==> src/rtl/dfa_pkg.sv <==
package dfa_pkg;
   localparam int CHAR_W = 7;
   localparam int NUM_W  = 4;

   typedef struct packed {
      logic             wm;
      logic [1:0]       zone;
      logic [NUM_W-1:0] num;
   } dchar_t;

   localparam logic [1:0] ZN_PLUS  = 2'b11;
   localparam logic [1:0] ZN_MINUS = 2'b10;
   localparam logic [1:0] ZN_OVF   = 2'b01;
   localparam logic [1:0] ZN_NONE  = 2'b00;

   function automatic logic [NUM_W-1:0] num_val(input logic [NUM_W-1:0] n);
      return (n > 4'd9) ? '0 : n;
   endfunction

   function automatic logic zone_neg(input logic [1:0] z);
      return z == ZN_MINUS;
   endfunction
endpackage

==> src/rtl/dec_digit_add.sv <==
module dec_digit_add #(
   parameter bit SIX_CORRECT = 1'b1
) (
   input  logic [3:0] add_a,
   input  logic [3:0] add_b,
   input  logic       nines,
   input  logic       cin,
   output logic [3:0] sum,
   output logic       cout
);
   logic [3:0] a_eff;
   logic [4:0] raw;

   always_comb begin
      a_eff = nines ? (4'd9 - add_a) : add_a;
      raw   = {1'b0, a_eff} + {1'b0, add_b} + {4'b0000, cin};
   end

   generate
      if (SIX_CORRECT) begin : g_six
         logic [4:0] adj;
         always_comb begin
            adj  = raw + 5'd6;
            cout = raw > 5'd9;
            sum  = cout ? adj[3:0] : raw[3:0];
         end
      end else begin : g_ten
         always_comb begin
            cout = raw > 5'd9;
            sum  = cout ? (raw[3:0] - 4'd10) : raw[3:0];
         end
      end
   endgenerate
endmodule

==> src/rtl/dec_sign_sel.sv <==
module dec_sign_sel
   import dfa_pkg::*;
(
   input  logic [1:0] a_zone,
   input  logic [1:0] b_zone,
   input  logic       sub,
   output logic       use_nines,
   output logic       b_neg
);
   logic a_neg;

   always_comb begin
      a_neg     = zone_neg(a_zone);
      b_neg     = zone_neg(b_zone);
      use_nines = a_neg ^ b_neg ^ sub;
   end
endmodule

==> src/rtl/dec_field_adder.sv <==
module dec_field_adder
   import dfa_pkg::*;
#(
   parameter int ADDR_W      = 8,
   parameter bit SIX_CORRECT = 1'b1
) (
   input  logic              clk,
   input  logic              rst_n,
   input  logic              start,
   input  logic              sub,
   input  logic [ADDR_W-1:0] a_addr,
   input  logic [ADDR_W-1:0] b_addr,
   input  logic              clr_ovf,
   output logic [ADDR_W-1:0] mem_addr,
   output logic              mem_rd,
   output logic              mem_wr,
   output logic [CHAR_W-1:0] mem_wdata,
   input  logic [CHAR_W-1:0] mem_rdata,
   output logic              done,
   output logic              ovf
);
   localparam logic [ADDR_W-1:0] STEP = ADDR_W'(1);

   generate
      if (ADDR_W < 2 || ADDR_W > 24) begin : g_bad_addr
         $error("dec_field_adder: ADDR_W out of range");
      end
   endgenerate

   typedef enum logic [2:0] {
      S_IDLE, S_RDA, S_RDB, S_WRB, S_RCRD, S_RCWR, S_FIN
   } st_t;

   st_t               st;
   logic [ADDR_W-1:0] a_ptr, b_ptr, b_unit;
   logic              op_sub, a_end, first, cmpl, carry, res_neg, ovf_q;
   dchar_t            a_q;
   dchar_t            rd_ch;
   dchar_t            wr_ch;
   logic              nines_new, b_neg_new, use_nines;
   logic [3:0]        add_a, add_b, add_sum;
   logic              add_n, add_c, add_cout, ovf_hit;

   assign rd_ch = dchar_t'(mem_rdata);

   dec_sign_sel u_sign (
      .a_zone    (a_q.zone),
      .b_zone    (rd_ch.zone),
      .sub       (op_sub),
      .use_nines (nines_new),
      .b_neg     (b_neg_new)
   );

   always_comb begin
      use_nines = first ? nines_new : cmpl;
      if (st == S_RCWR) begin
         add_a = num_val(rd_ch.num);
         add_b = 4'd0;
         add_n = 1'b1;
         add_c = carry;
      end else begin
         add_a = num_val(a_q.num);
         add_b = num_val(rd_ch.num);
         add_n = use_nines;
         add_c = first ? nines_new : carry;
      end
   end

   dec_digit_add #(.SIX_CORRECT(SIX_CORRECT)) u_digit (
      .add_a (add_a),
      .add_b (add_b),
      .nines (add_n),
      .cin   (add_c),
      .sum   (add_sum),
      .cout  (add_cout)
   );

   always_comb begin
      ovf_hit  = (st == S_WRB) && !first && !cmpl && rd_ch.wm && add_cout;
      wr_ch.wm = rd_ch.wm;
      wr_ch.num = add_sum;
      if (st == S_WRB) begin
         if (first)        wr_ch.zone = b_neg_new ? ZN_MINUS : ZN_PLUS;
         else if (ovf_hit) wr_ch.zone = ZN_OVF;
         else              wr_ch.zone = ZN_NONE;
      end else begin
         if (first)        wr_ch.zone = res_neg ? ZN_PLUS : ZN_MINUS;
         else              wr_ch.zone = ZN_NONE;
      end
      mem_rd    = (st == S_RDA && !a_end) || st == S_RDB || st == S_RCRD;
      mem_wr    = (st == S_WRB) || (st == S_RCWR);
      mem_addr  = (st == S_RDA) ? a_ptr : b_ptr;
      mem_wdata = wr_ch;
      done      = (st == S_FIN);
      ovf       = ovf_q;
   end

   always_ff @(posedge clk) begin
      if (!rst_n) begin
         st      <= S_IDLE;
         a_ptr   <= '0;
         b_ptr   <= '0;
         b_unit  <= '0;
         op_sub  <= 1'b0;
         a_end   <= 1'b0;
         first   <= 1'b0;
         cmpl    <= 1'b0;
         carry   <= 1'b0;
         res_neg <= 1'b0;
         a_q     <= '0;
         ovf_q   <= 1'b0;
      end else begin
         if (ovf_hit)      ovf_q <= 1'b1;
         else if (clr_ovf) ovf_q <= 1'b0;
         case (st)
            S_IDLE: if (start) begin
               a_ptr  <= a_addr;
               b_ptr  <= b_addr;
               b_unit <= b_addr;
               op_sub <= sub;
               a_end  <= 1'b0;
               first  <= 1'b1;
               st     <= S_RDA;
            end
            S_RDA: st <= S_RDB;
            S_RDB: begin
               a_q <= a_end ? '0 : rd_ch;
               st  <= S_WRB;
            end
            S_WRB: begin
               first <= 1'b0;
               if (first) begin
                  cmpl    <= nines_new;
                  res_neg <= b_neg_new;
               end
               carry <= add_cout;
               a_end <= a_end | a_q.wm;
               a_ptr <= a_ptr - STEP;
               b_ptr <= b_ptr - STEP;
               if (rd_ch.wm) begin
                  if (use_nines && !add_cout) begin
                     b_ptr <= b_unit;
                     carry <= 1'b1;
                     first <= 1'b1;
                     st    <= S_RCRD;
                  end else begin
                     st <= S_FIN;
                  end
               end else begin
                  st <= S_RDA;
               end
            end
            S_RCRD: st <= S_RCWR;
            S_RCWR: begin
               first <= 1'b0;
               carry <= add_cout;
               if (rd_ch.wm) st <= S_FIN;
               else begin
                  b_ptr <= b_ptr - STEP;
                  st    <= S_RCRD;
               end
            end
            S_FIN:   st <= S_IDLE;
            default: st <= S_IDLE;
         endcase
      end
   end


   done_pulse_chk: assert property (@(posedge clk) disable iff (!rst_n)
      done |=> !done);


   port_excl_chk: assert property (@(posedge clk) disable iff (!rst_n)
      !(mem_rd && mem_wr));


   ovf_hold_chk: assert property (@(posedge clk) disable iff (!rst_n)
      (ovf && !clr_ovf) |=> ovf);


   ovf_clear_chk: assert property (@(posedge clk) disable iff (!rst_n)
      (clr_ovf && !mem_wr) |=> !ovf);


   ovf_mark_chk: assert property (@(posedge clk) disable iff (!rst_n)
      $rose(ovf) |-> ($past(mem_wr) && $past(mem_wdata[5:4]) == ZN_OVF));


   zone_clear_chk: assert property (@(posedge clk) disable iff (!rst_n)
      (mem_wr && mem_addr != b_unit && !ovf_hit) |-> mem_wdata[5:4] == ZN_NONE);


   digit_range_chk: assert property (@(posedge clk) disable iff (!rst_n)
      mem_wr |-> mem_wdata[3:0] <= 4'd9);
endmodule

==> config.mk <==
export PLATFORM = sky130hd
export DESIGN_NAME = dec_field_adder
export DESIGN_NICKNAME = d
export VERILOG_FILES = /design/src/rtl/dfa_pkg.sv /design/src/rtl/dec_digit_add.sv /design/src/rtl/dec_sign_sel.sv /design/src/rtl/dec_field_adder.sv
export SDC_FILE = /design/constraint.sdc
export NUM_CORES = 1
export LEC_CHECK = 0
export BUFFER_PORTS_ARGS = -buffer_cell sky130_fd_sc_hd__buf_2
export CAP_MARGIN = 20
export CORE_ASPECT_RATIO = 0.5
export CORE_MARGIN = 5
export CORE_UTILIZATION = 25
export CTS_CLUSTER_SIZE = 16
export DETAILED_ROUTE_END_ITERATION = 8
export GPL_ROUTABILITY_DRIVEN = 0
export REMOVE_ABC_BUFFERS = 1
export SLEW_MARGIN = 25
export SYNTH_ARGS = -nofsm -noshare
export SYNTH_HDL_FRONTEND = slang
export SYNTH_SLANG_ARGS = --single-unit
==> constraint.sdc <==
create_clock -name clk -period 5.3 [get_ports clk]
set_input_delay 0.795 -clock clk [delete_from_list [all_inputs] [get_ports clk]]
set_output_delay 0.795 -clock clk [all_outputs]
set_load 0.05 [all_outputs]
**Word level (Yosys, flattened, before mapping)**

Index checks and enable logic that the tools add are counted.

- Word-level logic and storage cells: 100
- Register bits after elaboration: 41

- Reductions and logical operators: 23
- Multiplexer cells: 41
- Order comparisons: 3
- Equal/unequal tests: 10
- Bitwise operators: 3
- Add/sub/neg operators: 6

Operators with widths:

| cell | count |
|---|---|
| two-way mux 8 bit | 6 |
| two-way mux 4 bit | 6 |
| one-hot mux 8 bit (3 select lines) | 1 |
| one-hot mux 3 bit (6 select lines) | 1 |
| one-hot mux 8 bit (2 select lines) | 1 |
| subtractor 8 x 1 -> 8 bit (second input constant) | 2 |
| two-way mux 1 bit | 15 |
| two-way mux 2 bit | 5 |
| == test 3 bit (second input constant) | 3 |
| > comparator 4 bit (second input constant) | 2 |
| AND reduction 2 bit | 4 |
| two-way mux 7 bit | 1 |
| == test 3 x 2 -> 1 bit (second input constant) | 2 |
| logical AND 1 bit | 6 |
| two-way mux 3 bit | 2 |
| nonzero test 2 bit | 3 |
| adder 4 x 4 -> 5 bit | 1 |
| adder 5 x 1 -> 5 bit | 1 |
| > comparator 5 x 4 -> 1 bit (second input constant) | 1 |
| adder 4 x 3 -> 4 bit (second input constant) | 1 |
| == test 2 bit (second input constant) | 2 |
| logical NOT 1 bit | 4 |
| != test 2 bit (second input constant) | 2 |
| one-hot mux 1 bit (2 select lines) | 2 |
| other kinds (9) | 12 |

**Longest topological paths before layout**

Gate-level depths: netlist of the first run.

- Word-level depth: 14
- Depth in mapped cells: 18

**Cells and area by module**

A second synthesis of the first run with hierarchy kept.

- Cells, all modules: 330
- Area total of the unflattened synthesis: 2661.3 µm²

Modules (own cells, without submodules):

| module | cells each | instances | area each (µm²) |
|---|---|---|---|
| dec_field_adder | 292 | 1 | 2341.0 |
| dec_digit_add | 35 | 1 | 277.8 |
| dec_sign_sel | 3 | 1 | 42.5 |

**Worst setup path after synthesis of the first run**

Ideal clock, no wire load.

- Path kind: input port to output port
- From: in mem_rdata[5]
- To: out mem_wdata[1]
- Stages: 14
- Slack: -5 ps
- Data arrival time: 4510 ps
- Path through: nor2b_1 xnor3_2 mux2_2 xnor2_1 o21ai_0 fa_1 inv_1 fa_1 xnor2_1 ha_1 nand2b_1 a32o_2 o31a_4 xnor2_1

- Cells in the longest elaborated chain, start to end: 10

Ends and longest elaborated chain:

| element | RTL line | RTL |
|---|---|---|
| start, declared | dec_field_adder.sv:18 | `input logic [CHAR_W-1:0] mem_rdata,` |
| == test 2 bit (*) | dfa_pkg.sv:21 | `return z == ZN_MINUS;` |
| XOR 1 bit (*) (2 in a row) | dec_sign_sel.sv:15 | `use_nines = a_neg ^ b_neg ^ sub;` |
| two-way mux 1 bit | - |  |
| two-way mux 1 bit | dec_field_adder.sv:56 | `if (st == S_RCWR) begin` |
| two-way mux 4 bit | dec_digit_add.sv:15 | `a_eff = nines ? (4'd9 - add_a) : add_a;` |
| adder 4 x 4 -> 5 bit | dec_digit_add.sv:16 | `raw = {1'b0, a_eff} + {1'b0, add_b} + {4'b0000, cin};` |
| adder 5 x 1 -> 5 bit (*) | dec_digit_add.sv:16 |  |
| adder 4 x 3 -> 4 bit / > comparator 5 x 4 -> 1 bit (equally long branches) | dec_digit_add.sv:23, dec_digit_add.sv:24 |  |
| two-way mux 4 bit (*) | dec_digit_add.sv:25 | `sum = cout ? adj[3:0] : raw[3:0];` |
| end, declared | dec_field_adder.sv:17 | `output logic [CHAR_W-1:0] mem_wdata,` |

Every way passes the cells marked *; elsewhere a longest branch is shown, timed or not.

**Worst setup path after layout of the first run**

- From: in mem_rdata[5]
- To: out mem_wdata[3]

Same word-level chain as after synthesis.

==> results of run 1 <==
## stage by stage
stage | utilization | instance area, sq um | instances
2_1_floorplan | - | 2690 | 341
3_3_place_gp | 0.2863 | 3153 | 538
3_5_place_dp | 0.2863 | 3153 | 538
4_1_cts | 0.2999 | 3303 | 545
5_1_grt | 0.3007 | 3312 | 545
6_report | 0.3007 | 3312 | 545
## placed cells by master, fill, tap and decap left out, drive strengths merged, types with 3 or more instances in the layout
cell type	instances
nand3	13
dfxtp	41
nand2	56
clkbuf	7
nor4	4
o211ai	8
xor2	5
and3b	3
xnor2	7
nand3b	7
ha	8
o21a	3
nor2b	4
buf	52
and2	5
a21oi	28
nor3	9
a31oi	4
mux2	7
nand2b	6
mux2i	3
or3	4
a221oi	3
nor2	31
a21boi	10
inv	15
o21ai	23
nand4	7
## cells by family (layout without fill, tap and decap cells)
kind of cell / count (synthesis) / in the layout / share of synthesized area
DFF: 41 / 41 / 0.2914
adders and majority gates: 10 / 10 / 0.04976
and+or+nand+nor: 157 / 157 / 0.2817
xor gates and xnor gates: 13 / 13 / 0.04576
buffers and inverters: 38 / 74 / 0.06485
AOI/OAI and AO/OA: 95 / 95 / 0.2266
muxes: 10 / 10 / 0.03998
## worst paths after layout
path	start	end	slack [ns]	depth (start not counted)
worst min register to register	a_q[4]	a_q[4]	0.46	2
worst max register to register	st[0]	b_ptr[1]	1.31	14
worst max-delay path	mem_rdata[5]	mem_wdata[3]	0.30	17
worst min-delay path	a_q[4]	a_q[4]	0.46	2
## flip-flops by register name (all words and copies together), names as in the netlist
signal,flops
cmpl,1
first,1
st,3
a_ptr,8
b_ptr,8
carry,1
a_q,7
ovf,1
a_end,1
op_sub,1
res_neg,1
b_unit,8
## critical path: cells and delay by family
kind | cells | cell delay (ns)
XOR/XNOR | 4 | 0.80
adder cells (fa/ha/maj) | 3 | 0.84
AO/OA/AOI/OAI | 3 | 0.76
buffers and inverters | 3 | 0.36
AND/OR/NAND/NOR | 3 | 0.33
multiplexers | 1 | 0.31
## repair_timing
action / CTS / global route
endpoints found under the hold margin: 0 / 0
gates cloned: 0 / 0
setup endpoints to repair: 1 / 4
gates resized for setup: 1 / 6
hold buffers: 0 / 0
## final cells by class
cell class,count,share of cell area
repair buffers,52,0.08387
inverters,15,0.01700
well taps,145,0.05478
flip-flops and latches,41,0.2478
multi-input cells,285,0.5535
clock buffers,7,0.04307
## power by group through the flow
stage	Clock, W	Sequential (W)	Combinational (W)
floorplan	0	0.000365	0.000281
detailed placement	0	0.000371	0.000373
CTS	0.000310	0.000364	0.000376
global route	0.000323	0.000369	0.000412
global placement	0	0.000371	0.000369
finish	0.000306	0.000365	0.000376
## metal layers
metal / global-route usage / routed length, microns
met3: 0.02183 / 315
met1: 0.1469 / 3743
met4: 0.02498 / 85
met2: 0.1973 / 3739
met5: 0 / 0
==> impl_metrics.json, run 1 <==
{
  "vias": 2706,
  "io_pins": 47,
  "cts_buffers": 5,
  "fin_nets": 438,
  "setup_violations": 0,
  "cts_tree": "done",
  "drc_errors": 0,
  "post-route-period-util": 0.9440,
  "antennaDiodeCount": 0,
  "crit_type": "in -> out",
  "critPathMaxFanout": 5,
  "postCtsSetupBuffers": 0,
  "ant_nets": 0,
  "path_cells": "buf_2, nor2b_2, xnor3_2, mux2_4, xnor2_1, o21ai_1, fa_1, inv_1, fa_1, xnor2_2, ha_1, nand2b_1, a32o_2, o31a_4, nor2_1, xnor2_1, buf_4",
  "fp.dieW_microns": 160.1,
  "switchingPower_w": 0.0003944,
  "die_h_microns": 85.06,
  "slowest_delay_ns": 0.42,
  "hold_viol": 0,
  "start_util": 0.2557,
  "async_flop_share": 0,
  "drt_first_pass_iters": 5,
  "ys.flop_type": "dfxtp_1",
  "slowest_stage": "fa_1",
  "maxCapViolations": 0,
  "synth_edf_count": 0,
  "worstMarginPinSlew_ns": 0.7666,
  "finalSetupTns_ns": 0,
  "wl_per_cell_microns": 14.46,
  "areaGrowthSynthToFinish_pct": 17.59,
  "die-area_sq_um": 13620,
  "synth_commonest_cells": "55 x nand2_1, 41 x dfxtp_1, 31 x nor2_1, 27 x a21oi_1, 22 x o21ai_0",
  "netlist.area_leader.share": 0.2914,
  "clock_sinks": 41,
  "h-tree-depth": 2,
  "io_buffers": 46,
  "syn_area_per_cell_sq_um": 7.738,
  "min-delay-path-class": "reg -> reg",
  "leakage_nw": 1.358,
  "path_clk_slew_ns": 0.06,
  "worst-endpoint-arrival_ns": 4.21,
  "outcome": "complete, no violations",
  "multiInputGateArea_sq_um": 1833,
  "grt_usage": 0.1133,
  "slew_viol_final": 0,
  "regArea_sq_um": 820.8,
  "hpwl_microns": 5746,
  "power_frac_comb": 0.359,
  "drive_gt1_frac": 0.2075,
  "synth_cell_type_count": 59,
  "holdWs_ns": 0.4569,
  "clock_latency_ns": 0.28,
  "netlist_area_sq_um": 2816,
  "power.density_nw_per_um2": 316.1,
  "row_count": 27,
  "worstPathRequired_ns": 4.51,
  "grt_pass1_wl_microns": 12790,
  "rsz0062_at_grt": "false",
  "relSlewSlack": 0.4875,
  "cts_root_buffer": "clkbuf_16",
  "final.min_clock_period_ns": 5.003,
  "worst_setup_path_start_kind": "input port",
  "switching_share": 0.3768,
  "yosysTopAreaCell": "dfxtp_1",
  "fmax_mhz": 199.9,
  "yosysSeqAreaShare": 0.2914,
  "yosys_warnings": 0,
  "overflow": 0,
  "p_clk_frac": 0.293,
  "peakVddDrop_mv": 0.1356,
  "syn_inst": 364,
  "fin_skew_ns": 0.003371,
  "power_frac_seq": 0.348,
  "wirelength_microns": 7883,
  "postLayoutSetupSlackWorst_ns": 0.2967,
  "antenna_found_initial": 0,
  "clock_path_buffers": 2,
  "end_kind": "output pin",
  "vias_per_cell": 4.965,
  "num-fill-cells": 1209,
  "grt_start_max_net_pins": 29,
  "ys_ff_latch": 41,
  "grt_pass1_vias": 2581,
  "total_power_w": 0.001047,
  "dp_worst_setup_slack_ns": -0.04209,
  "synth.most_common_cell": "nand2_1",
  "ys_top_cells_by_area": "dfxtp_1 29%, nand2_1 7.3%, a21oi_1 4.8%",
  "drt_iter0_drc": 176,
  "core_sq_um": 11010,
  "intPower_w": 0.0006524
}
Note: power is estimated with default switching activity, not from simulation.
==> run 2: changes to the inputs <==
Settings changed: CORE_UTILIZATION 25 to 44, PLACE_DENSITY set to 0.67.
Clock period 5.3 ns to 4.3 ns, I/O delays scaled along.
==> run 2 against run 1 <==
- the run now ends with negative setup slack left
- clock power increased by 48%
- sequential share of layout area is 1.6 points lower
- die area fell by 40%
- hold slack worse by 0.0039 ns
- critical path depth decreased by 1
- non-clock buffer count is 22 higher
- global-route usage grew 8.7 points
- core utilization increased by 28 points
- combinational power is 49% higher
- sequential power is 21% higher
- clock skew down 0.00068 ns
- register-to-register slack lost 0.99 ns
- largest power group unchanged
==> impl_metrics.json, run 2 (synthesized netlist as in run 1, its figures left out) <==
{
  "post-route-period-util": 1.034,
  "grt_pass1_wl_microns": 13240,
  "vias": 2918,
  "final_cells": 511,
  "min_to": "a_q[4]",
  "drt_first_pass_iters": 4,
  "maxCapViolations": 0,
  "die_h_microns": 66.58,
  "vias_per_cell": 5.710,
  "cts_root_buffer": "clkbuf_16",
  "antennaDiodeCount": 0,
  "rsz0062_at_grt": "true",
  "min_from": "a_q[4]",
  "power_frac_comb": 0.385,
  "drt_iter0_drc": 309,
  "num-fill-cells": 543,
  "routed-wl-met2_microns": 3707,
  "final.min_clock_period_ns": 4.445,
  "reg2reg_slack_ns": 0.32,
  "reg_top3": "a_ptr x8, b_ptr x8, b_unit x8",
  "setup_violations": 4,
  "hpwl_microns": 5713,
  "hold_depth": 2,
  "ctsHoldBuffers": 0,
  "io_pins": 47,
  "wirelength_microns": 8062,
  "intPower_w": 0.0009237,
  "grt_start_max_net_pins": 29,
  "final_common_cell": "nand2_1",
  "antenna_found_initial": 0,
  "holdWs_ns": 0.4530,
  "clock_latency_ns": 0.28,
  "peakVddDrop_mv": 0.1720,
  "wl_per_cell_microns": 15.78,
  "io_buffers": 46,
  "drive_gt1_frac": 0.2813,
  "critPathMaxFanout": 4,
  "drc_errors": 0,
  "finalSetupTns_ns": -0.4595,
  "wl_met3_microns": 373,
  "grt_pass1_vias": 2897,
  "end_kind": "output pin",
  "fin_skew_ns": 0.002696,
  "postLayoutSetupSlackWorst_ns": -0.1451,
  "power_frac_seq": 0.304,
  "cts_buffers": 5,
  "die-area_sq_um": 8198,
  "crit_type": "in -> out",
  "grt_usage": 0.2008,
  "worst_setup_path_start_kind": "input port",
  "p_clk_frac": 0.311,
  "worst-endpoint-arrival_ns": 3.80,
  "hold_viol": 0,
  "relSlewSlack": 0.4220,
  "core_sq_um": 6131,
  "worstPathRequired_ns": 3.65,
  "power.density_nw_per_um2": 410.3,
  "dpl.cell_count": 499,
  "dp_worst_setup_slack_ns": -0.6596,
  "worstMarginPinSlew_ns": 0.8648,
  "ant_nets": 0,
  "timing.rr.end": "b_ptr[1]",
  "min-delay-path-class": "reg -> reg",
  "top_layer_used": "met4",
  "row_count": 20,
  "path_clk_slew_ns": 0.06,
  "fp.dieW_microns": 123.1,
  "clock_path_buffers": 2,
  "mostFrequentLayoutCells": "55 x nand2_1, 40 x dfxtp_1, 40 x buf_2",
  "areaGrowthSynthToFinish_pct": 25.94,
  "failed_checks": "negative setup slack",
  "leakage_nw": 1.503,
  "cts_tree": "done",
  "fin_nets": 460,
  "outcome": "finished with violations",
  "timing.rr.start": "a_q[4]",
  "clock_sinks": 41,
  "rr_worst_depth": 18,
  "start_util": 0.4594,
  "switching_share": 0.3653,
  "fmax_mhz": 225.0,
  "slew_viol_final": 0,
  "h-tree-depth": 2,
  "drt-met1-wl_microns": 3904,
  "overflow": 0,
  "switchingPower_w": 0.0005316
}
==> run 2: through the flow <==
| step | power [W] | util | area (sq um) |
|---|---|---|---|
| after floorplan | 0.0007957 | - | 2690 |
| after global placement | 0.0009276 | 0.5247 | 3217 |
| after detailed placement | 0.0009431 | 0.5247 | 3217 |
| after CTS | 0.001416 | 0.5680 | 3482 |
| after global routing | 0.001517 | 0.5786 | 3547 |
| final | 0.001455 | 0.5786 | 3547 |
==> run 2: repair_timing <==
action / in CTS / in global routing
gates resized for setup: 22 / 9
buffers inserted: 2 / 2
pin swaps: 6 / 3
endpoints found under the setup margin: 4 / 4
==> run 2: power groups by stage <==
stage | combinational (W) | sequential [W] | clock, W
6_report | 0.000560 | 0.000443 | 0.000452
5_1_grt | 0.000600 | 0.000448 | 0.000469
4_1_cts | 0.000526 | 0.000442 | 0.000448
2_1_floorplan | 0.000346 | 0.000450 | 0
3_5_place_dp | 0.000494 | 0.000450 | 0
3_3_place_gp | 0.000479 | 0.000448 | 0
==> run 2: per-layer routing <==
| metal | GRT usage | up-vias |
|---|---|---|
| met1 | 0.2578 | 1409 |
| met2 | 0.3462 | 87 |
| met5 | 0 | - |
| met4 | 0.06483 | 0 |
| met3 | 0.03223 | 11 |
| li1 | - | 1411 |
==> run 2: how the worst max path moves through the flow <==
| stage | cells past startpoint | to | from |
|---|---|---|---|
| floorplan | 14 | mem_wdata[1] | mem_rdata[5] |
| global placement | 17 | mem_wdata[3] | mem_rdata[4] |
| detailed placement | 17 | mem_wdata[3] | mem_rdata[4] |
| CTS | 17 | mem_wdata[3] | mem_rdata[4] |
| global route | 15 | mem_wdata[2] | a_q[4] |
| finish | 16 | mem_wdata[2] | mem_rdata[5] |
==> run 2: cell type report <==
class / count / area, sq um / area share
Tap cell: 88 / 110.1 / 0.03104
Sequential cell: 41 / 822.0 / 0.2317
Multi-Input combinational cell: 285 / 1912 / 0.5390
Clock inverter: 1 / 30.03 / 0.008466
Clock buffer: 7 / 142.6 / 0.04021
Inverter: 15 / 56.30 / 0.01587
Timing Repair Buffer: 74 / 474.2 / 0.1337
==> run 2: critical path, stage by stage <==
cell and delay, ns:
buf_6 0.07, nor2b_4 0.13, xnor3_2 0.26, mux2_4 0.29, xnor2_2 0.15, o21ai_2 0.09, fa_2 0.37, inv_2 0.06
fa_2 0.44, inv_2 0.11, ha_4 0.13, nand2b_1 0.07, a32o_2 0.26, o31a_4 0.32, mux2i_2 0.22, buf_6 0.19
